===== config.mk =====
export PLATFORM = sky130hd
export DESIGN_NAME = wdog_interval_timer
export DESIGN_NICKNAME = d
export VERILOG_FILES = /design/src/rtl/wdit_pkg.sv /design/src/rtl/wdit_prescaler.sv /design/src/rtl/wdit_counter.sv /design/src/rtl/wdit_ctrl.sv /design/src/rtl/wdog_interval_timer.sv
export SDC_FILE = /design/constraint.sdc
export NUM_CORES = 1
export LEC_CHECK = 0
export BUFFER_PORTS_ARGS = -buffer_cell sky130_fd_sc_hd__buf_2
export CORE_MARGIN = 5
export CORE_UTILIZATION = 50
export DETAILED_ROUTE_END_ITERATION = 12
export MAX_ROUTING_LAYER = met4
export PLACE_DENSITY = 0.72
export RECOVER_POWER = 50
export REMOVE_ABC_BUFFERS = 1
export SYNTH_ARGS = -nofsm -noshare
export SYNTH_HDL_FRONTEND = slang
export SYNTH_HIERARCHICAL = 1
export SYNTH_SLANG_ARGS = --single-unit

===== constraint.sdc =====
create_clock -name clk -period 3.8 [get_ports clk]
set_input_delay 0.19 -clock clk [delete_from_list [all_inputs] [get_ports clk]]
set_output_delay 0.19 -clock clk [all_outputs]
set_load 0.01 [all_outputs]

===== src/rtl/wdit_pkg.sv =====
package wdit_pkg;

   localparam int SEL_W   = 3;
   localparam int NUM_SEL = 1 << SEL_W;

   typedef enum logic {
      SEL_CTRL  = 1'b0,
      SEL_COUNT = 1'b1
   } reg_sel_e;

   // prescaler bit whose rising transition yields a step for each ratio code
   function automatic int tap_bit(input int code);
      case (code)
         0:       return 0;
         1:       return 5;
         2:       return 6;
         3:       return 8;
         4:       return 10;
         5:       return 12;
         6:       return 14;
         default: return 16;
      endcase
   endfunction

endpackage


===== src/rtl/wdit_prescaler.sv =====
module wdit_prescaler
   import wdit_pkg::*;
#(
   parameter int PRE_W = 17
) (
   input  logic             clk,
   input  logic             rst_n,
   input  logic [SEL_W-1:0] cks,
   output logic             tick
);

   if (PRE_W <= tap_bit(NUM_SEL - 1)) begin : g_bad_width
      $error("prescaler too narrow for the slowest tap");
   end

   logic [PRE_W-1:0]   pre_q;
   logic [NUM_SEL-1:0] tap_rise;

   always_ff @(posedge clk or negedge rst_n) begin
      if (!rst_n) pre_q <= '0;
      else        pre_q <= pre_q + 1'b1;
   end

   for (genvar t = 0; t < NUM_SEL; t++) begin : g_tap
      localparam int B = tap_bit(t);
      logic prev_q;
      always_ff @(posedge clk or negedge rst_n) begin
         if (!rst_n) prev_q <= 1'b0;
         else        prev_q <= pre_q[B];
      end
      assign tap_rise[t] = pre_q[B] & ~prev_q;
   end

   assign tick = tap_rise[cks];


   tap_onehot_chk: assert property (@(posedge clk) disable iff (!rst_n)
      $onehot0(tap_rise));


   fast_tap_gap_chk: assert property (@(posedge clk) disable iff (!rst_n)
      tap_rise[0] |=> !tap_rise[0]);

endmodule


===== src/rtl/wdit_counter.sv =====
module wdit_counter #(
   parameter int CNT_W = 8
) (
   input  logic             clk,
   input  logic             rst_n,
   input  logic             run,
   input  logic             tick,
   input  logic             load,
   input  logic [CNT_W-1:0] load_val,
   output logic [CNT_W-1:0] count,
   output logic             wrap
);

   localparam logic [CNT_W-1:0] TOP = '1;

   always_ff @(posedge clk or negedge rst_n) begin
      if (!rst_n)    count <= '0;
      else if (!run) count <= '0;
      else if (load) count <= load_val;
      else if (tick) count <= count + 1'b1;
   end

   assign wrap = run & ~load & tick & (count == TOP);


   halt_zero_chk: assert property (@(posedge clk) disable iff (!rst_n)
      !run |=> count == '0);


   wrap_to_zero_chk: assert property (@(posedge clk) disable iff (!rst_n)
      wrap |=> count == '0);

endmodule


===== src/rtl/wdit_ctrl.sv =====
module wdit_ctrl
   import wdit_pkg::*;
#(
   parameter int         DATA_W   = 8,
   parameter int         KEY_W    = 8,
   parameter logic [7:0] KEY_CTRL = 8'hA5,
   parameter logic [7:0] KEY_CNT  = 8'h5A
) (
   input  logic                    clk,
   input  logic                    rst_n,
   input  logic                    rst_ena,
   input  logic                    reg_sel,
   input  logic                    wr_en,
   input  logic                    rd_en,
   input  logic [KEY_W+DATA_W-1:0] wr_data,
   input  logic                    wrap,
   output logic [SEL_W-1:0]        cks,
   output logic                    run,
   output logic                    cnt_load,
   output logic [DATA_W-1:0]       ctrl_byte,
   output logic                    irq,
   output logic                    wdog_rst_req
);

   if (DATA_W != 8 || KEY_W != 8) begin : g_bad_layout
      $error("control byte layout needs 8-bit data and key");
   end

   logic             flag_q, wdog_q, armed_q;
   logic             ctrl_wr, clr_req, wd_fire;
   logic [KEY_W-1:0] key;

   assign key      = wr_data[KEY_W+DATA_W-1:DATA_W];
   assign ctrl_wr  = wr_en & (reg_sel == SEL_CTRL)  & (key == KEY_CTRL[KEY_W-1:0]);
   assign cnt_load = wr_en & (reg_sel == SEL_COUNT) & (key == KEY_CNT[KEY_W-1:0]);
   assign clr_req  = ctrl_wr & armed_q & ~wr_data[7];
   assign wd_fire  = wrap & wdog_q & rst_ena;

   always_ff @(posedge clk or negedge rst_n) begin
      if (!rst_n) begin
         wdog_q <= 1'b0;
         run    <= 1'b0;
         cks    <= '0;
      end else if (ctrl_wr) begin
         wdog_q <= wr_data[6];
         run    <= wr_data[5];
         cks    <= wr_data[SEL_W-1:0];
      end
   end

   always_ff @(posedge clk or negedge rst_n) begin
      if (!rst_n)                                    armed_q <= 1'b0;
      else if (wr_en)                                armed_q <= 1'b0;
      else if (rd_en && reg_sel == SEL_CTRL && flag_q) armed_q <= 1'b1;
   end

   always_ff @(posedge clk or negedge rst_n) begin
      if (!rst_n)       flag_q <= 1'b0;
      else if (wd_fire) flag_q <= 1'b0;
      else if (wrap)    flag_q <= 1'b1;
      else if (clr_req) flag_q <= 1'b0;
   end

   always_ff @(posedge clk or negedge rst_n) begin
      if (!rst_n) wdog_rst_req <= 1'b0;
      else        wdog_rst_req <= wd_fire;
   end

   assign irq       = flag_q & ~wdog_q;
   assign ctrl_byte = {flag_q, wdog_q, run, 2'b11, cks};


   flag_set_chk: assert property (@(posedge clk) disable iff (!rst_n)
      (wrap && !(wdog_q && rst_ena)) |=> flag_q);


   flag_clear_armed_chk: assert property (@(posedge clk) disable iff (!rst_n)
      $fell(flag_q) |-> ($past(armed_q) || $past(wdog_rst_req) || wdog_rst_req));


   rst_pulse_single_chk: assert property (@(posedge clk) disable iff (!rst_n)
      wdog_rst_req |=> !wdog_rst_req);


   rst_flag_low_chk: assert property (@(posedge clk) disable iff (!rst_n)
      wdog_rst_req |-> !flag_q);


   sel_key_chk: assert property (@(posedge clk) disable iff (!rst_n)
      !$stable(cks) |-> $past(wr_en && reg_sel == SEL_CTRL && key == KEY_CTRL[KEY_W-1:0]));

endmodule


===== src/rtl/wdog_interval_timer.sv =====
module wdog_interval_timer
   import wdit_pkg::*;
#(
   parameter int         CNT_W    = 8,
   parameter int         PRE_W    = 17,
   parameter logic [7:0] KEY_CTRL = 8'hA5,
   parameter logic [7:0] KEY_CNT  = 8'h5A
) (
   input  logic        clk,
   input  logic        rst_n,
   input  logic        rst_ena,
   input  logic        reg_sel,
   input  logic        wr_en,
   input  logic        rd_en,
   input  logic [15:0] wr_data,
   output logic [7:0]  rd_data,
   output logic        irq,
   output logic        wdog_rst_req
);

   localparam int DATA_W = 8;

   if (CNT_W != DATA_W) begin : g_bad_cnt
      $error("counter width must match the register byte");
   end

   logic             tick, run, cnt_load, wrap;
   logic [SEL_W-1:0] cks;
   logic [CNT_W-1:0] count;
   logic [7:0]       ctrl_byte;

   wdit_prescaler #(.PRE_W(PRE_W)) u_pre (
      .clk (clk),
      .rst_n (rst_n),
      .cks (cks),
      .tick (tick)
   );

   wdit_counter #(.CNT_W(CNT_W)) u_cnt (
      .clk (clk),
      .rst_n (rst_n),
      .run (run),
      .tick (tick),
      .load (cnt_load),
      .load_val (wr_data[CNT_W-1:0]),
      .count (count),
      .wrap (wrap)
   );

   wdit_ctrl #(
      .DATA_W (DATA_W),
      .KEY_W (8),
      .KEY_CTRL (KEY_CTRL),
      .KEY_CNT (KEY_CNT)
   ) u_ctl (
      .clk (clk),
      .rst_n (rst_n),
      .rst_ena (rst_ena),
      .reg_sel (reg_sel),
      .wr_en (wr_en),
      .rd_en (rd_en),
      .wr_data (wr_data),
      .wrap (wrap),
      .cks (cks),
      .run (run),
      .cnt_load (cnt_load),
      .ctrl_byte (ctrl_byte),
      .irq (irq),
      .wdog_rst_req (wdog_rst_req)
   );

   assign rd_data = (reg_sel == SEL_COUNT) ? count : ctrl_byte;


   irq_mode_chk: assert property (@(posedge clk) disable iff (!rst_n)
      irq |-> !ctrl_byte[6]);


   fixed_bits_chk: assert property (@(posedge clk) disable iff (!rst_n)
      ctrl_byte[4:3] == 2'b11);

endmodule


[Word-level counts from Yosys, hierarchy flattened]
Cells that the tools add are included.
Word-level totals
  flip-flop bits (word level): 41
  bits in latches: 0
  memory bits (writable): 0
  memory bits (read-only): 0
  input port bits: 22
  output and inout bits: 10
  logic and storage cells: 70
  memories kept: 0
Operators by class
  add/sub/neg operators: 2
  $mul: 0
  div/mod/pow operators: 0
  magnitude comparators: 1
  eq/ne operators: 4
  shifts and indexed selects: 0
  muxes and demuxes: 11
  bitwise gates (word level): 32
  reduce and logical (&&, ||, !) cells: 4
Operators by type and width (number)
  $mux W8: 4
  $and A1 B1 Y1: 20
  $add A17 B1 Y17 const B: 1
  $eq A8 B8 Y1 const B: 2
  $not A1 Y1: 12
  $add A8 B1 Y8 const B: 1
  $eq A8 B7 Y1 const B: 1
  $mux W1: 6
  $lt A3 B4 Y1 const B: 1
  $bmux W1 S3: 1
  $ne A3 B3 Y1 const B: 1
  $reduce_bool A3 Y1: 1
  $logic_and A1 B1 Y1: 2
  $reduce_bool A2 Y1: 1

[Longest topological paths before layout]
  depth in word-level cells: 9
  gate-level depth with buffers: 11
  gate-level depth less buffers: 9

[Hierarchy]
The synthesis kept the hierarchy.
Modules (own cells, without submodules)
  wdit_prescaler: instances 1, cells an instance 80, area each 992.2 um^2
  wdit_counter: instances 1, cells an instance 50, area each 473.0 um^2
  wdit_ctrl: instances 1, cells an instance 38, area each 446.7 um^2
  wdog_interval_timer: instances 1, cells an instance 9, area each 131.4 um^2

[Worst setup path before layout]
OpenSTA, ideal clock, no wires.
  path type: register -> register
  from: register u_ctl.cks[0]
  to: register u_ctl.flag_q
  library setup time: 0.119 ns
  data arrival time: 1.886 ns
  setup slack: 1.796 ns
  cell stages (with the launch flop): 12
  buffers on the path: 2
  clock period less this slack: 2.004 ns
  path through: dfrtp_1 buf_2 nor3b_1 a311oi_1 a211oi_1 a31o_2 buf_6 nand3_1 nor3_1 and3_1 nor2_1 o21a_1
On the way
  cells in the longest elaborated chain, start to end: 7
Ends and longest elaborated chain
  start, declared: RTL line wdit_ctrl.sv:17  | output logic [SEL_W-1:0] cks,
  start signal, assigned: RTL line wdit_ctrl.sv:47  | cks <= wr_data[SEL_W-1:0];
  $bmux W1 S3 (*): RTL line wdit_prescaler.sv:34  | assign tick = tap_rise[cks];
  $mux W1 (not written as such) (*): RTL line wdit_prescaler.sv:34
  via tick: RTL line wdog_interval_timer.sv:27  | logic tick, run, cnt_load, wrap;
  $and A1 B1 Y1 (*) (2 in series): RTL line wdit_counter.sv:23  | assign wrap = run & ~load & tick & (count == TOP);
  via wrap: RTL line wdog_interval_timer.sv:27
  $and A1 B1 Y1 (*) (2 in series): RTL line wdit_ctrl.sv:37  | assign wd_fire = wrap & wdog_q & rst_ena;
  via u_ctl.wd_fire: RTL line wdit_ctrl.sv:30  | logic ctrl_wr, clr_req, wd_fire;
  $reduce_bool A3 Y1 (no source line) or $mux W1 (tied branches)
  end signal, assigned: RTL line wdit_ctrl.sv:58  | if (!rst_n) flag_q <= 1'b0;
  end signal, assigned: RTL line wdit_ctrl.sv:59  | else if (wd_fire) flag_q <= 1'b0;
  end signal, assigned: RTL line wdit_ctrl.sv:60  | else if (wrap) flag_q <= 1'b1;
  end, declared: RTL line wdit_ctrl.sv:29  | logic flag_q, wdog_q, armed_q;
The timed path passes the listed nets; every way through them passes the cells marked *. The select of a mux whose other input is x is not followed.
A chain may end at the register's enable or synchronous reset.

[Final worst setup path]
Same ends and word-level chain as after synthesis.

==> flow_summary_export.csv <==
group,metric,value,unit
timing,slew_headroom,-0.406,
logic_synthesis,synth_area,2040,um2
cts,cts_buffer_depth,2,
detailed_routing,vias,1419,
placement,hpwlAfterDp,2860,um
hold_path,hp-start,"wr_en",
detailed_routing,viasPerCell,5.54,
logic_synthesis,synth_edf_count,0,
global_routing,antenna_found_initial,0,
power,p_per_area,368,nW/um2
floorplanning,initial_core_util,0.514,
logic_synthesis,synthTopCellsByCount,"41 x dfrtp_1, 14 x xnor2_1, 12 x nand2_1, 10 x nand3_1, 10 x o21ai_0",
logic_synthesis,synth_top_cell_area_share,0.502,
critical_path,critPathArrivalTime,2.33,ns
floorplanning,dieWidth,73.9,um
critical_path,startpoint_type,"flip-flop",
cts,cts_root_buf,"clkbuf_8",
cts,post-cts-setup-buffers,0,
critical_path,critical_path_buf_inv_count,0,
outcome,violations,"capacitance limit, slew limit",
logic_synthesis,synth-seq-area-share,0.502,
timing,tightest_slew,2.11,ns
global_routing,track_usage,0.164,
final_layout,antenna_cells,0,
critical_path,crit_chain,"nor3b_1 -> a311oi_1 -> a211oi_1 -> a31o_2 -> nand3_1 -> nor3_1 -> and3_1 -> nor2_1 -> o21a_1",
logic_synthesis,yosys-top-cells-area,"dfrtp_1 50%, xnor2_1 6.0%, mux2_4 5.9%",
cts,numCtsBuffers,5,
detailed_routing,drc,0,
global_routing,grt_max_degree,42,
detailed_routing,firstDrtPassIters,4,
timing,setup_viol,0,
cts,ctsResizeCount,0,
logic_synthesis,ys_warn_count,6,
job,drv_cap,1,
floorplanning,die_h,73.9,um
timing,skew,0.00680,ns
logic_synthesis,ys_seq_elements,41,
logic_synthesis,ys_types,46,
final_layout,drive_gt1_frac,0.286,
cts,cts_num_sinks,41,
power,peakVddDrop,0.213,mV
timing,fmax,0.467,GHz
detailed_routing,dr.first_iter.drc_count,60,
critical_path,r2r_start,"u_ctl/cks[0]",
detailed_routing,wire_per_inst,15.1,um
cts,clk_latency,0.29,ns
power,power,845,uW
floorplanning,ioPinCount,32,
timing,period_needed,2.14,ns
global_routing,grt_pass1_wl,6530,um
logic_synthesis,synthCells,177,
floorplanning,fp.dieArea,5460,um2
placement,gp_congestion,0.834,
critical_path,setup.worst_path.end_class,"flip-flop",
placement,port-buffer-count,31,
critical_path,critPathTopFamily,"simple AND/OR/NAND/NOR gates",
logic_synthesis,synth.most_common_cell,"dfrtp_1",
outcome,status,"finished, violations left",
final_layout,fin_cells,256,
global_routing,grt_overflow,0,
timing,period_share,0.564,
timing,slew_viol_final,42,
critical_path,cp_slowest_cell,"dfrtp_1",
logic_synthesis,synth_area_per_cell,11.5,um2
placement,dpl.cell_count,248,
detailed_routing,ant_nets,0,
cts,cts_tree,"built",
detailed_routing,finalWirelength,3860,um
floorplanning,row_count,23,
logic_synthesis,yosysTopAreaCell,"dfrtp_1",
critical_path,crit_type,"reg -> reg",
floorplanning,core,3970,um2
logic_synthesis,synth-main-ff-cell,"dfrtp_1",
critical_path,cp_data_required_time,3.99,ns
critical_path,max_stage_delay,0.47,ns
cts,htreeDepth,2,
final_layout,area_growth,12.6,%
timing,setup_tns,0,ns
logic_synthesis,async_flop_share,1.00,
final_layout,layout.nets,229,
critical_path,cp_max_fo,10,
final_layout,post-route-util,0.579,
hold_path,worstHoldPathType,"in -> reg",
power,p_leak,1.14,nW
cts,ctsHoldBuffers,0,
global_routing,grt_pass1_vias,1480,
timing,rsz0062_at_grt,"no",
cts,clk_pin_slew,0.08,ns
timing,hold_viol_final,0,
critical_path,critPathLaunch,"u_ctl/cks[0]",
## kinds of logic after synthesis
logic type / share of synthesized area
DFF: 0.502
buffers and inverters: 0.0557
muxes: 0.0912
xor gates and xnor gates: 0.0814
other: 0.00184
adders and majority gates: 0.0122
and+or+nand+nor: 0.180
AOI/OAI and AO/OA: 0.0753
## where the power goes
group          switching (mW)  internal (mW)  total [mW]
Clock                   0.150          0.213       0.363
Sequential            0.00259          0.437       0.440
Combinational          0.0231         0.0192      0.0423
## metrics by stage
step	hold slack, ns	area [um2]	setup slack [ns]
4_1_cts	0.0403	2300	1.65
2_1_floorplan	-0.106	1960	1.86
6_report	0.0625	2300	1.66
3_3_place_gp	0.338	2180	1.71
3_5_place_dp	0.365	2180	1.67
5_1_grt	0.0572	2300	1.44
## final cells by class
type / count / area (um2)
inverters: 6 / 22.5
fillers: 331 / 1670
clock buffers: 6 / 82.6
flip-flops and latches: 41 / 1030
clock inverters: 2 / 37.5
repair buffers: 32 / 161
multi-input cells: 119 / 907
well taps: 50 / 62.6
## routing by layer
metal / GRT usage / vias to the layer above / routed length [um]
met4: 0.0966 / 0 / 145
li1: - / 675 / -
met2: 0.266 / 35 / 1990
met5: - / - / 0
met3: 0.0465 / 14 / 221
met1: 0.179 / 695 / 1510
## cells in the final DEF, fill, tap and decap left out, types with 2 or more instances in the layout
cell,count
a21oi_1,2
a31oi_1,4
and2_1,2
buf_2,30
clkbuf_8,6
conb_1,2
dfrtp_1,41
ha_1,2
inv_1,6
mux2_2,5
mux2_4,8
nand2_1,12
nand3_1,10
nand4_1,6
nor2_1,8
nor3b_1,2
o21ai_0,10
or3_1,3
xnor2_1,14
xor2_1,5
## final timing paths
path                       slack [ns]                     to  depth (start not counted)
min reg2reg                      0.45  u_pre/g_tap[7].prev_q                          0
max                              1.66           u_ctl/flag_q                          9
max reg2reg                      1.66           u_ctl/flag_q                          9
min in group asynchronous        0.50     u_ctl/wdog_rst_req                          1
max in group asynchronous        2.09         u_pre/pre_q[2]                          1
min                              0.06          u_ctl/armed_q                          2
## state kept, by name (all words and copies together) (netlist names)
signal	flops
u_pre/pre_q	17
u_cnt/count	8
u_pre/g_tap.prev_q	8
u_ctl/cks	3
u_ctl/armed_q	1
u_ctl/flag_q	1
u_ctl/run	1
u_ctl/wdog_q	1
u_ctl/wdog_rst_req	1
Note: power is estimated with default switching activity, not from simulation.
